$ cat config.mk
export PLATFORM = sky130hd
export DESIGN_NAME = uart_irq_ident
export DESIGN_NICKNAME = d
export VERILOG_FILES = /design/src/rtl/uart_irq_pkg.sv /design/src/rtl/irq_thre_src.sv /design/src/rtl/irq_cto_src.sv /design/src/rtl/irq_prio_enc.sv /design/src/rtl/uart_irq_ident.sv
export SDC_FILE = /design/constraint.sdc
export NUM_CORES = 1
export LEC_CHECK = 0
export BUFFER_PORTS_ARGS = -buffer_cell sky130_fd_sc_hd__buf_2
export CAP_MARGIN = 20
export CORE_MARGIN = 2
export CORE_UTILIZATION = 40
export CTS_CLUSTER_DIAMETER = 150
export CTS_CLUSTER_SIZE = 20
export DETAILED_ROUTE_END_ITERATION = 12
export PLACE_DENSITY_LB_ADDON = 0.15
export REMOVE_ABC_BUFFERS = 1
export SETUP_SLACK_MARGIN = 0.05
export SYNTH_ARGS = -nofsm -noshare
export SYNTH_HDL_FRONTEND = slang
export SYNTH_SLANG_ARGS = --single-unit
$ cat constraint.sdc
create_clock -name clk -period 1.95 [get_ports clk]
set_clock_uncertainty 0.15 [all_clocks]
set_input_delay 0 -clock clk [delete_from_list [all_inputs] [get_ports clk]]
set_output_delay 0 -clock clk [all_outputs]
set_load 0.005 [all_outputs]
$ cat src/rtl/uart_irq_pkg.sv
package uart_irq_pkg;

  typedef enum logic [2:0] {
    CAUSE_NONE = 3'd0,
    CAUSE_THRE = 3'd1,
    CAUSE_RDA  = 3'd2,
    CAUSE_LS   = 3'd3,
    CAUSE_CTO  = 3'd6
  } cause_e;

  function automatic int unsigned trig_bytes(input logic [1:0] sel);
    case (sel)
      2'd0:    trig_bytes = 1;
      2'd1:    trig_bytes = 4;
      2'd2:    trig_bytes = 8;
      default: trig_bytes = 14;
    endcase
  endfunction

endpackage

$ cat src/rtl/irq_thre_src.sv
module irq_thre_src (
  input  logic clk,
  input  logic rst,
  input  logic thr_empty_i,
  input  logic thr_wr_i,
  input  logic ident_rd_i,
  input  logic shown_i,
  output logic pend_nxt_o
);
  logic empty_q, pend_q;
  logic rise;

  assign rise = thr_empty_i & ~empty_q;

  always_comb begin
    if (rise)
      pend_nxt_o = 1'b1;
    else if (thr_wr_i || (ident_rd_i && shown_i) || !thr_empty_i)
      pend_nxt_o = 1'b0;
    else
      pend_nxt_o = pend_q;
  end

  always_ff @(posedge clk) begin
    if (rst) begin
      empty_q <= 1'b0;
      pend_q  <= 1'b0;
    end else begin
      empty_q <= thr_empty_i;
      pend_q  <= pend_nxt_o;
    end
  end

  p_thre_write_r9: assert property (@(posedge clk) disable iff (rst)
    (thr_wr_i && !(thr_empty_i && !empty_q)) |=> !pend_q);
  p_thre_rise_r9: assert property (@(posedge clk) disable iff (rst)
    $rose(thr_empty_i) |=> pend_q);
endmodule

$ cat src/rtl/irq_cto_src.sv
module irq_cto_src #(
  parameter int LVL_W    = 5,
  parameter int TO_TICKS = 8
) (
  input  logic             clk,
  input  logic             rst,
  input  logic [LVL_W-1:0] rx_level_i,
  input  logic             rx_push_i,
  input  logic             rx_pop_i,
  input  logic             tick_i,
  output logic             pend_nxt_o
);
  localparam int CNT_W = $clog2(TO_TICKS + 1);
  localparam logic [CNT_W-1:0] LAST = CNT_W'(TO_TICKS - 1);

  logic [CNT_W-1:0] cnt_q, cnt_nxt;
  logic             pend_q;

  always_comb begin
    cnt_nxt    = cnt_q;
    pend_nxt_o = pend_q;
    if (rx_level_i == '0) begin
      cnt_nxt    = '0;
      pend_nxt_o = 1'b0;
    end else if (rx_push_i || rx_pop_i) begin
      cnt_nxt = '0;
      if (rx_pop_i) pend_nxt_o = 1'b0;
    end else if (pend_q) begin
      cnt_nxt = '0;
    end else if (tick_i) begin
      if (cnt_q == LAST) begin
        cnt_nxt    = '0;
        pend_nxt_o = 1'b1;
      end else begin
        cnt_nxt = cnt_q + 1'b1;
      end
    end
  end

  always_ff @(posedge clk) begin
    if (rst) begin
      cnt_q  <= '0;
      pend_q <= 1'b0;
    end else begin
      cnt_q  <= cnt_nxt;
      pend_q <= pend_nxt_o;
    end
  end

  p_cto_empty_r7: assert property (@(posedge clk) disable iff (rst)
    (rx_level_i == '0) |=> (!pend_q && cnt_q == '0));
  p_cto_pop_r8: assert property (@(posedge clk) disable iff (rst)
    rx_pop_i |=> !pend_q);
  p_cto_bound_r7: assert property (@(posedge clk) disable iff (rst)
    cnt_q < CNT_W'(TO_TICKS));
endmodule

$ cat src/rtl/irq_prio_enc.sv
module irq_prio_enc
  import uart_irq_pkg::*;
(
  input  logic       clk,
  input  logic       rst,
  input  logic [2:0] en_i,
  input  logic       ls_i,
  input  logic       rda_i,
  input  logic       cto_i,
  input  logic       thre_i,
  output logic [3:0] ident_o,
  output logic       irq_o
);
  logic   ls_v, rda_v, cto_v, thre_v, any_v;
  cause_e cause;

  assign ls_v   = ls_i   & en_i[2];
  assign rda_v  = rda_i  & en_i[0];
  assign cto_v  = cto_i  & en_i[0];
  assign thre_v = thre_i & en_i[1];
  assign any_v  = ls_v | rda_v | cto_v | thre_v;

  always_comb begin
    if (ls_v)        cause = CAUSE_LS;
    else if (rda_v)  cause = CAUSE_RDA;
    else if (cto_v)  cause = CAUSE_CTO;
    else if (thre_v) cause = CAUSE_THRE;
    else             cause = CAUSE_NONE;
  end

  always_ff @(posedge clk) begin
    if (rst) begin
      ident_o <= 4'b0001;
      irq_o   <= 1'b0;
    end else begin
      ident_o <= {cause, ~any_v};
      irq_o   <= any_v;
    end
  end

  p_ls_first_r3: assert property (@(posedge clk) disable iff (rst)
    ls_v |=> (ident_o == 4'h6));
  p_masked_quiet_r2: assert property (@(posedge clk) disable iff (rst)
    (en_i == 3'b000) |=> (!irq_o && ident_o == 4'h1));
endmodule

$ cat src/rtl/uart_irq_ident.sv
module uart_irq_ident
  import uart_irq_pkg::*;
#(
  parameter int LVL_W    = 5,
  parameter int TO_TICKS = 8
) (
  input  logic             clk,
  input  logic             rst,
  input  logic [2:0]       irq_en_i,
  input  logic [LVL_W-1:0] rx_level_i,
  input  logic [1:0]       trig_sel_i,
  input  logic             line_err_i,
  input  logic             thr_empty_i,
  input  logic             thr_wr_i,
  input  logic             half_char_tick_i,
  input  logic             rx_push_i,
  input  logic             rx_pop_i,
  input  logic             ident_rd_i,
  input  logic             lsr_rd_i,
  output logic [3:0]       ident_o,
  output logic             irq_o
);
  logic ls_q, ls_nxt, rda, cto_nxt, thre_nxt;

  always_comb begin
    if (line_err_i)    ls_nxt = 1'b1;
    else if (lsr_rd_i) ls_nxt = 1'b0;
    else               ls_nxt = ls_q;
  end

  always_ff @(posedge clk) begin
    if (rst) ls_q <= 1'b0;
    else     ls_q <= ls_nxt;
  end

  assign rda = (int'(rx_level_i) >= int'(trig_bytes(trig_sel_i)));

  irq_cto_src #(.LVL_W(LVL_W), .TO_TICKS(TO_TICKS)) u_cto (
    .clk        (clk),
    .rst        (rst),
    .rx_level_i (rx_level_i),
    .rx_push_i  (rx_push_i),
    .rx_pop_i   (rx_pop_i),
    .tick_i     (half_char_tick_i),
    .pend_nxt_o (cto_nxt)
  );

  irq_thre_src u_thre (
    .clk         (clk),
    .rst         (rst),
    .thr_empty_i (thr_empty_i),
    .thr_wr_i    (thr_wr_i),
    .ident_rd_i  (ident_rd_i),
    .shown_i     (ident_o == 4'h2),
    .pend_nxt_o  (thre_nxt)
  );

  irq_prio_enc u_enc (
    .clk     (clk),
    .rst     (rst),
    .en_i    (irq_en_i),
    .ls_i    (ls_nxt),
    .rda_i   (rda),
    .cto_i   (cto_nxt),
    .thre_i  (thre_nxt),
    .ident_o (ident_o),
    .irq_o   (irq_o)
  );

  p_ls_set_r4: assert property (@(posedge clk) disable iff (rst)
    line_err_i |=> ls_q);
  p_ls_clear_r4: assert property (@(posedge clk) disable iff (rst)
    (lsr_rd_i && !line_err_i) |=> !ls_q);
  p_flag_match_r1: assert property (@(posedge clk) disable iff (rst)
    ##1 (irq_o != ident_o[0]));
endmodule

==> results of run 1 <==
==> logic make-up after synthesis <==
logic type / Yosys count / synth area share
simple gates: 30 / 0.2787
fa+ha+maj: 5 / 0.09542
compound gates: 14 / 0.1603
xor+xnor: 1 / 0.01336
mux: 2 / 0.03244
flops: 13 / 0.3969
buf+inv: 4 / 0.02289
==> cell usage after synthesis, drive strengths merged <==
library cell | count | area [sq um]
dfxtp | 13 | 260.3
nor2 | 6 | 22.52
ha | 5 | 62.56
nand2 | 5 | 18.77
inv | 4 | 15.01
o21ai | 4 | 23.77
nor2b | 3 | 18.77
nor3b | 3 | 22.52
a21oi | 2 | 10.01
a31oi | 2 | 12.51
nand4 | 2 | 12.51
a211oi | 1 | 7.510
a2bb2oi | 1 | 15.01
a31o | 1 | 8.760
a32o | 1 | 10.01
and2 | 1 | 6.260
and3 | 1 | 6.260
and3b | 1 | 8.760
mux2 | 1 | 11.26
mux2i | 1 | 10.01
nand2b | 1 | 6.260
nand3b | 1 | 7.510
nand4b | 1 | 8.760
nor4 | 1 | 6.260
nor4bb | 1 | 10.01
o211ai | 1 | 7.510
o21ba | 1 | 10.01
or3 | 1 | 6.260
or4 | 1 | 11.26
or4b | 1 | 10.01
xor2 | 1 | 8.760
==> registers in the layout (all words and copies together) (netlist names) <==
| name | flops |
|---|---|
| u_cto.cnt_q | 4 |
| u_enc.ident_o | 4 |
| ls_q | 1 |
| u_cto.pend_q | 1 |
| u_enc.irq_o | 1 |
| u_thre.empty_q | 1 |
| u_thre.pend_q | 1 |
==> through the flow <==
stage	setup WS (ns)	hold slack, ns	util	total power [mW]	std cells
6_report	0.2986	0.02048	0.6182	0.5451	125
5_1_grt	0.1848	0.03677	0.6182	0.5815	125
4_1_cts	0.2962	0.01835	0.6182	0.5503	125
3_5_place_dp	0.3192	0.07468	0.5222	0.3681	109
3_3_place_gp	0.3827	0.07078	0.5222	0.3674	109
2_1_floorplan	0.4636	-0.08093	-	0.3269	69
==> report_power, final <==
group	internal (mW)	total, mW	switching, mW
logic	0.0579	0.100	0.0423
clock network	0.0792	0.164	0.0849
registers	0.276	0.281	0.00442
total	0.414	0.545	0.132
==> layout make-up <==
type | count | area [sq um] | area share
Timing Repair Buffer | 36 | 240.2 | 0.2550
Sequential cell | 13 | 260.3 | 0.2762
Tap cell | 16 | 20.02 | 0.02125
Inverter | 4 | 15.01 | 0.01594
Clock buffer | 4 | 26.28 | 0.02789
Multi-Input combinational cell | 52 | 380.4 | 0.4037
==> how the worst max path moves through the flow <==
stage	startpoint	end	slack [ns]	cells after the start
final	rx_level_i[4]	u_enc.ident_o[1]	0.30	6
after global routing	u_cto.cnt_q[1]	u_enc.ident_o[3]	0.18	5
after CTS	rx_level_i[4]	u_enc.ident_o[1]	0.30	6
after detailed placement	u_cto.cnt_q[1]	u_enc.ident_o[3]	0.32	5
after global placement	u_cto.cnt_q[0]	u_enc.ident_o[1]	0.38	5
after floorplan	u_cto.cnt_q[0]	u_enc.ident_o[1]	0.46	5
==> layer usage <==
metal / wire [um] / vias up / global-route usage / part of all wire
met1: 656 / 307 / 0.2338 / 0.42
met3: 84 / 2 / 0.04898 / 0.054
met2: 796 / 16 / 0.3304 / 0.51
met4: 10 / 0 / 0.05455 / 0.0065
met5: 0 / - / 0 / 0
li1: - / 338 / - / -
==> tightest hold or removal path, cell delays in order <==
cell and delay [ns]:
buf_2 0.08, and3b_1 0.14, o21ai_0 0.06, and2_1 0.12
==> impl_metrics.ini, run 1 <==
[cts]
htree_levels = 1
cts_hold_buf = 12
cts_root_buf = clkbuf_4
cts.sinks = 13
cts_tree = built
cts_buffer_depth = 2
worstSkewPairLatency_ns = 0.27
cts_resized = 0
clk_pin_slew_worst_paths_ns = 0.08
post_cts_buffers = 0
cts_made_buffers = 3

[timing]
drv_slew = 0
tightestPinTransition_ns = 0.3678
hold_viol_final = 0
max_freq_mhz = 605.5
max_slew_margin = 0.7522
setup_viol = 0
rsz0062_at_grt = no
min_period_ns = 1.651
fin_crit_sh = 0.8469
setup_tns_ns = 0

[power]
leakagePower_nw = 0.4223
powerDensity_nw_per_um2 = 578.6
worst_ir_drop_vdd_v = 0.0004046

[global_routing]
grt_max_degree = 8
grt_overflow_total = 0
grt_pass1_wl_um = 2753
grt_pass1_vias = 646
grt_util_all_layers = 0.1921
antenna_found_initial = 0

[placement]
gp_congestion = 0.7607
placed_cell_area_sq_um = 795.8
hpwl_um = 1083
portBuffers = 24

[die]
core_region_area_sq_um = 1524
start_util = 0.4302
ios = 25
fp-row-count = 14
die_area_sq_um = 1979
die_y_um = 44.49
chipWidth_um = 44.49

[logic_synthesis]
synth_cell_type_count = 32
synthCells = 69
syn_area_sq_um = 655.6
ys_seq_area_frac = 0.3969
yosysWarnings = 0
ys_seq_elements = 13
syn_area_per_cell_sq_um = 9.502

[worst_setup_path]
path_delay_family = buffers and inverters
cp.arrival_ns = 1.72
slowest_stage = dlygate4sd3_1
r2r_cells = 5
crit_type = primary input to register
r2r_slack_ns = 0.33
cp_max_fo = 4
rr_endpoint = u_enc.ident_o[3]
path_buf_inv = 2
cp_slowest_stage_delay_ns = 0.53
endpoint_kind = register
reg2reg_from = u_cto.cnt_q[1]
path_cells = dlygate4sd3_1 > buf_2 > or4_4 > o21ai_2 > a2bb2oi_2 > a32o_1
worstPathRequired_ns = 2.02
worst_setup_path_start_kind = primary input

[cells_and_area]
drive_above_1_share = 0.3028
area_growth_pct = 43.70
antenna_cells = 0
fin_area_sq_um = 942.2
final_cell_mix = 24 x buf_2, 13 x dfxtp_1, 12 x dlygate4sd3_1
fillers = 142
layout_commonest_cell = buf_2
finalNetCount = 135

[route]
detail-route-antenna-nets = 0
dr.first_iter.drc_count = 8
post_drt_wl_per_cell_um = 12.38
drc_errors = 0
drtPass1Iterations = 4
routed_via_density = 5.304
drt_wl_total_um = 1548
vias = 663

[worst_hold_path]
min_delay_worst_endpoint = u_thre.pend_q
hp-class = primary input to register
min_from = ident_rd_i
hold_path_depth = 4

[job]
drv_cap = 0

[run_status]
status = completed
(Power assumes the default switching activity.)
==> run 2, diff against run 1 <==
==> constraint.sdc (replaced) <==
create_clock -name clk -period 1.7 [get_ports clk]
set_clock_uncertainty 0.15 [all_clocks]
set_input_delay 0 -clock clk [delete_from_list [all_inputs] [get_ports clk]]
set_output_delay 0 -clock clk [all_outputs]
set_load 0.005 [all_outputs]
==> run 2 against run 1 <==
Net effect: combinational power is 20% higher; sequential power up 15%; register-to-register slack worse by 0.19 ns; via count up 0.45%; largest cell class unchanged; setup slack lost 0.16 ns; highest routed layer unchanged; count of clock-buffer cells in the layout is the same; flip-flop and latch count stayed put; utilization rose by 4.1 points.
==> impl_metrics.ini, run 2 (synthesized netlist as in run 1, its figures left out) <==
[run_status]
status = completed

[route]
detail-route-antenna-nets = 0
drtPass1Iterations = 4
routed_via_density = 5.244
drc_errors = 0
dr.first_iter.drc_count = 8
post_drt_wl_per_cell_um = 13.21
drt_wl_total_um = 1678
vias = 666

[job]
drv_cap = 0

[timing]
rsz0062_at_grt = no
min_period_ns = 1.556
hold_viol_final = 0
drv_slew = 0
setup_viol = 0
tightestPinTransition_ns = 0.3905
setup_tns_ns = 0
max_freq_mhz = 642.5
fin_crit_sh = 0.9155
max_slew_margin = 0.7369

[cts]
worstSkewPairLatency_ns = 0.28
clk_pin_slew_worst_paths_ns = 0.08
cts_root_buf = clkbuf_4
cts.sinks = 13
cts_tree = built
cts_buffer_depth = 2
cts_made_buffers = 3
htree_levels = 1

[worst_setup_path]
path_cells = ha_4 > nor3b_4 > a31oi_4 > a2bb2oi_2 > a32o_1
worst_setup_path_start_kind = register
path_delay_family = compound AO/OA/AOI/OAI gates
r2r_slack_ns = 0.14
reg2reg_from = u_cto.cnt_q[0]
cp_slowest_stage_delay_ns = 0.36
cp_max_fo = 4
endpoint_kind = register
cp.arrival_ns = 1.58
rr_endpoint = u_enc.ident_o[1]
worstPathRequired_ns = 1.72
crit_type = register to register
path_buf_inv = 0
r2r_cells = 5
slowest_stage = dfxtp_2

[placement]
portBuffers = 24
gp_congestion = 0.7611
hpwl_um = 1154

[worst_hold_path]
min_delay_worst_endpoint = u_thre.pend_q
hold_path_depth = 4
min_from = ident_rd_i
hp-class = primary input to register

[cells_and_area]
layout_commonest_cell = buf_2
finalNetCount = 137
drive_above_1_share = 0.3694
antenna_cells = 0
area_growth_pct = 53.24
final_cell_mix = 24 x buf_2, 12 x dlygate4sd3_1, 11 x dfxtp_1
finish.utilization = 0.6593
top_regs = u_cto.cnt_q: 4 flops, u_enc.ident_o: 4 flops

[die]
chipWidth_um = 44.49
die_y_um = 44.49
ios = 25
die_area_sq_um = 1979
core_region_area_sq_um = 1524
start_util = 0.4302
fp-row-count = 14

[power]
powerDensity_nw_per_um2 = 631.8
worst_ir_drop_vdd_v = 0.0004997
leakagePower_nw = 0.4345

[global_routing]
grt_util_all_layers = 0.2039
grt_pass1_wl_um = 2863
grt_overflow_total = 0
grt_pass1_vias = 654
grt_max_degree = 8
antenna_found_initial = 0
[run 2: changes by cell type in the layout (fill, tap and decap cells not counted), sizes merged]
cell  change
buf       +2
[run 2: final cells by class]
class	instances	area, sq um
timing repair buffer	38	255.2
multi-input combinational	52	425.4
inverter	4	15.01
tap	16	20.02
clock buffer	4	26.28
sequential	13	262.8
fill	131	519.2
[run 2: what timing repair did]
item                                    in CTS  in global routing
endpoints found under the setup margin       2                  2
pin swaps                                    2                  2
setup buffers                                2                  0
hold buffers                                12                  0
hold endpoints to repair                    13                  0
gates resized for setup                      6                  3
[run 2: how the worst max path moves through the flow]
stage | start | endpoint | slack, ns | depth (start not counted)
6_report | u_cto.cnt_q[0] | u_enc.ident_o[1] | 0.14 | 5
5_1_grt | u_cto.cnt_q[0] | u_enc.ident_o[1] | 0.07 | 5
4_1_cts | u_cto.cnt_q[0] | u_enc.ident_o[3] | 0.07 | 5
3_5_place_dp | u_cto.cnt_q[0] | u_enc.ident_o[3] | 0.04 | 5
3_3_place_gp | u_cto.cnt_q[0] | u_enc.ident_o[1] | 0.14 | 5
2_1_floorplan | u_cto.cnt_q[0] | u_enc.ident_o[1] | 0.21 | 5
[run 2: power by group]
part           total (mW)  internal [mW]  switching, mW
registers           0.322          0.317        0.00537
logic               0.120         0.0681         0.0518
clock network       0.192         0.0913          0.101
[run 2: per-stage QoR]
stage,power (mW),worst slack (ns),hold slack [ns],cells,cell area [sq um]
floorplan,0.3750,0.2136,-0.08093,69,655.6
global placement,0.4213,0.1357,0.07042,109,795.8
detailed placement,0.4233,0.03939,0.06988,109,795.8
CTS,0.6376,0.06957,0.008418,127,979.7
global route,0.6716,0.06900,0.03278,127,1005
finish,0.6348,0.1436,0.009919,127,1005
[run 2: per-layer routing]
metal | vias to the layer above | global-route usage | wire length, um
met1 | 309 | 0.2289 | 707
met3 | 5 | 0.06531 | 80
met4 | 0 | 0.09091 | 33
met2 | 14 | 0.3478 | 856
met5 | - | 0 | 0
li1 | 338 | - | -
[run 2: worst reg2reg max path, cell delays in order (launching register included)]
cell and delay (ns):
dfxtp_2 0.36, ha_4 0.15, nor3b_4 0.22, a31oi_4 0.13, a2bb2oi_2 0.20, a32o_1 0.25
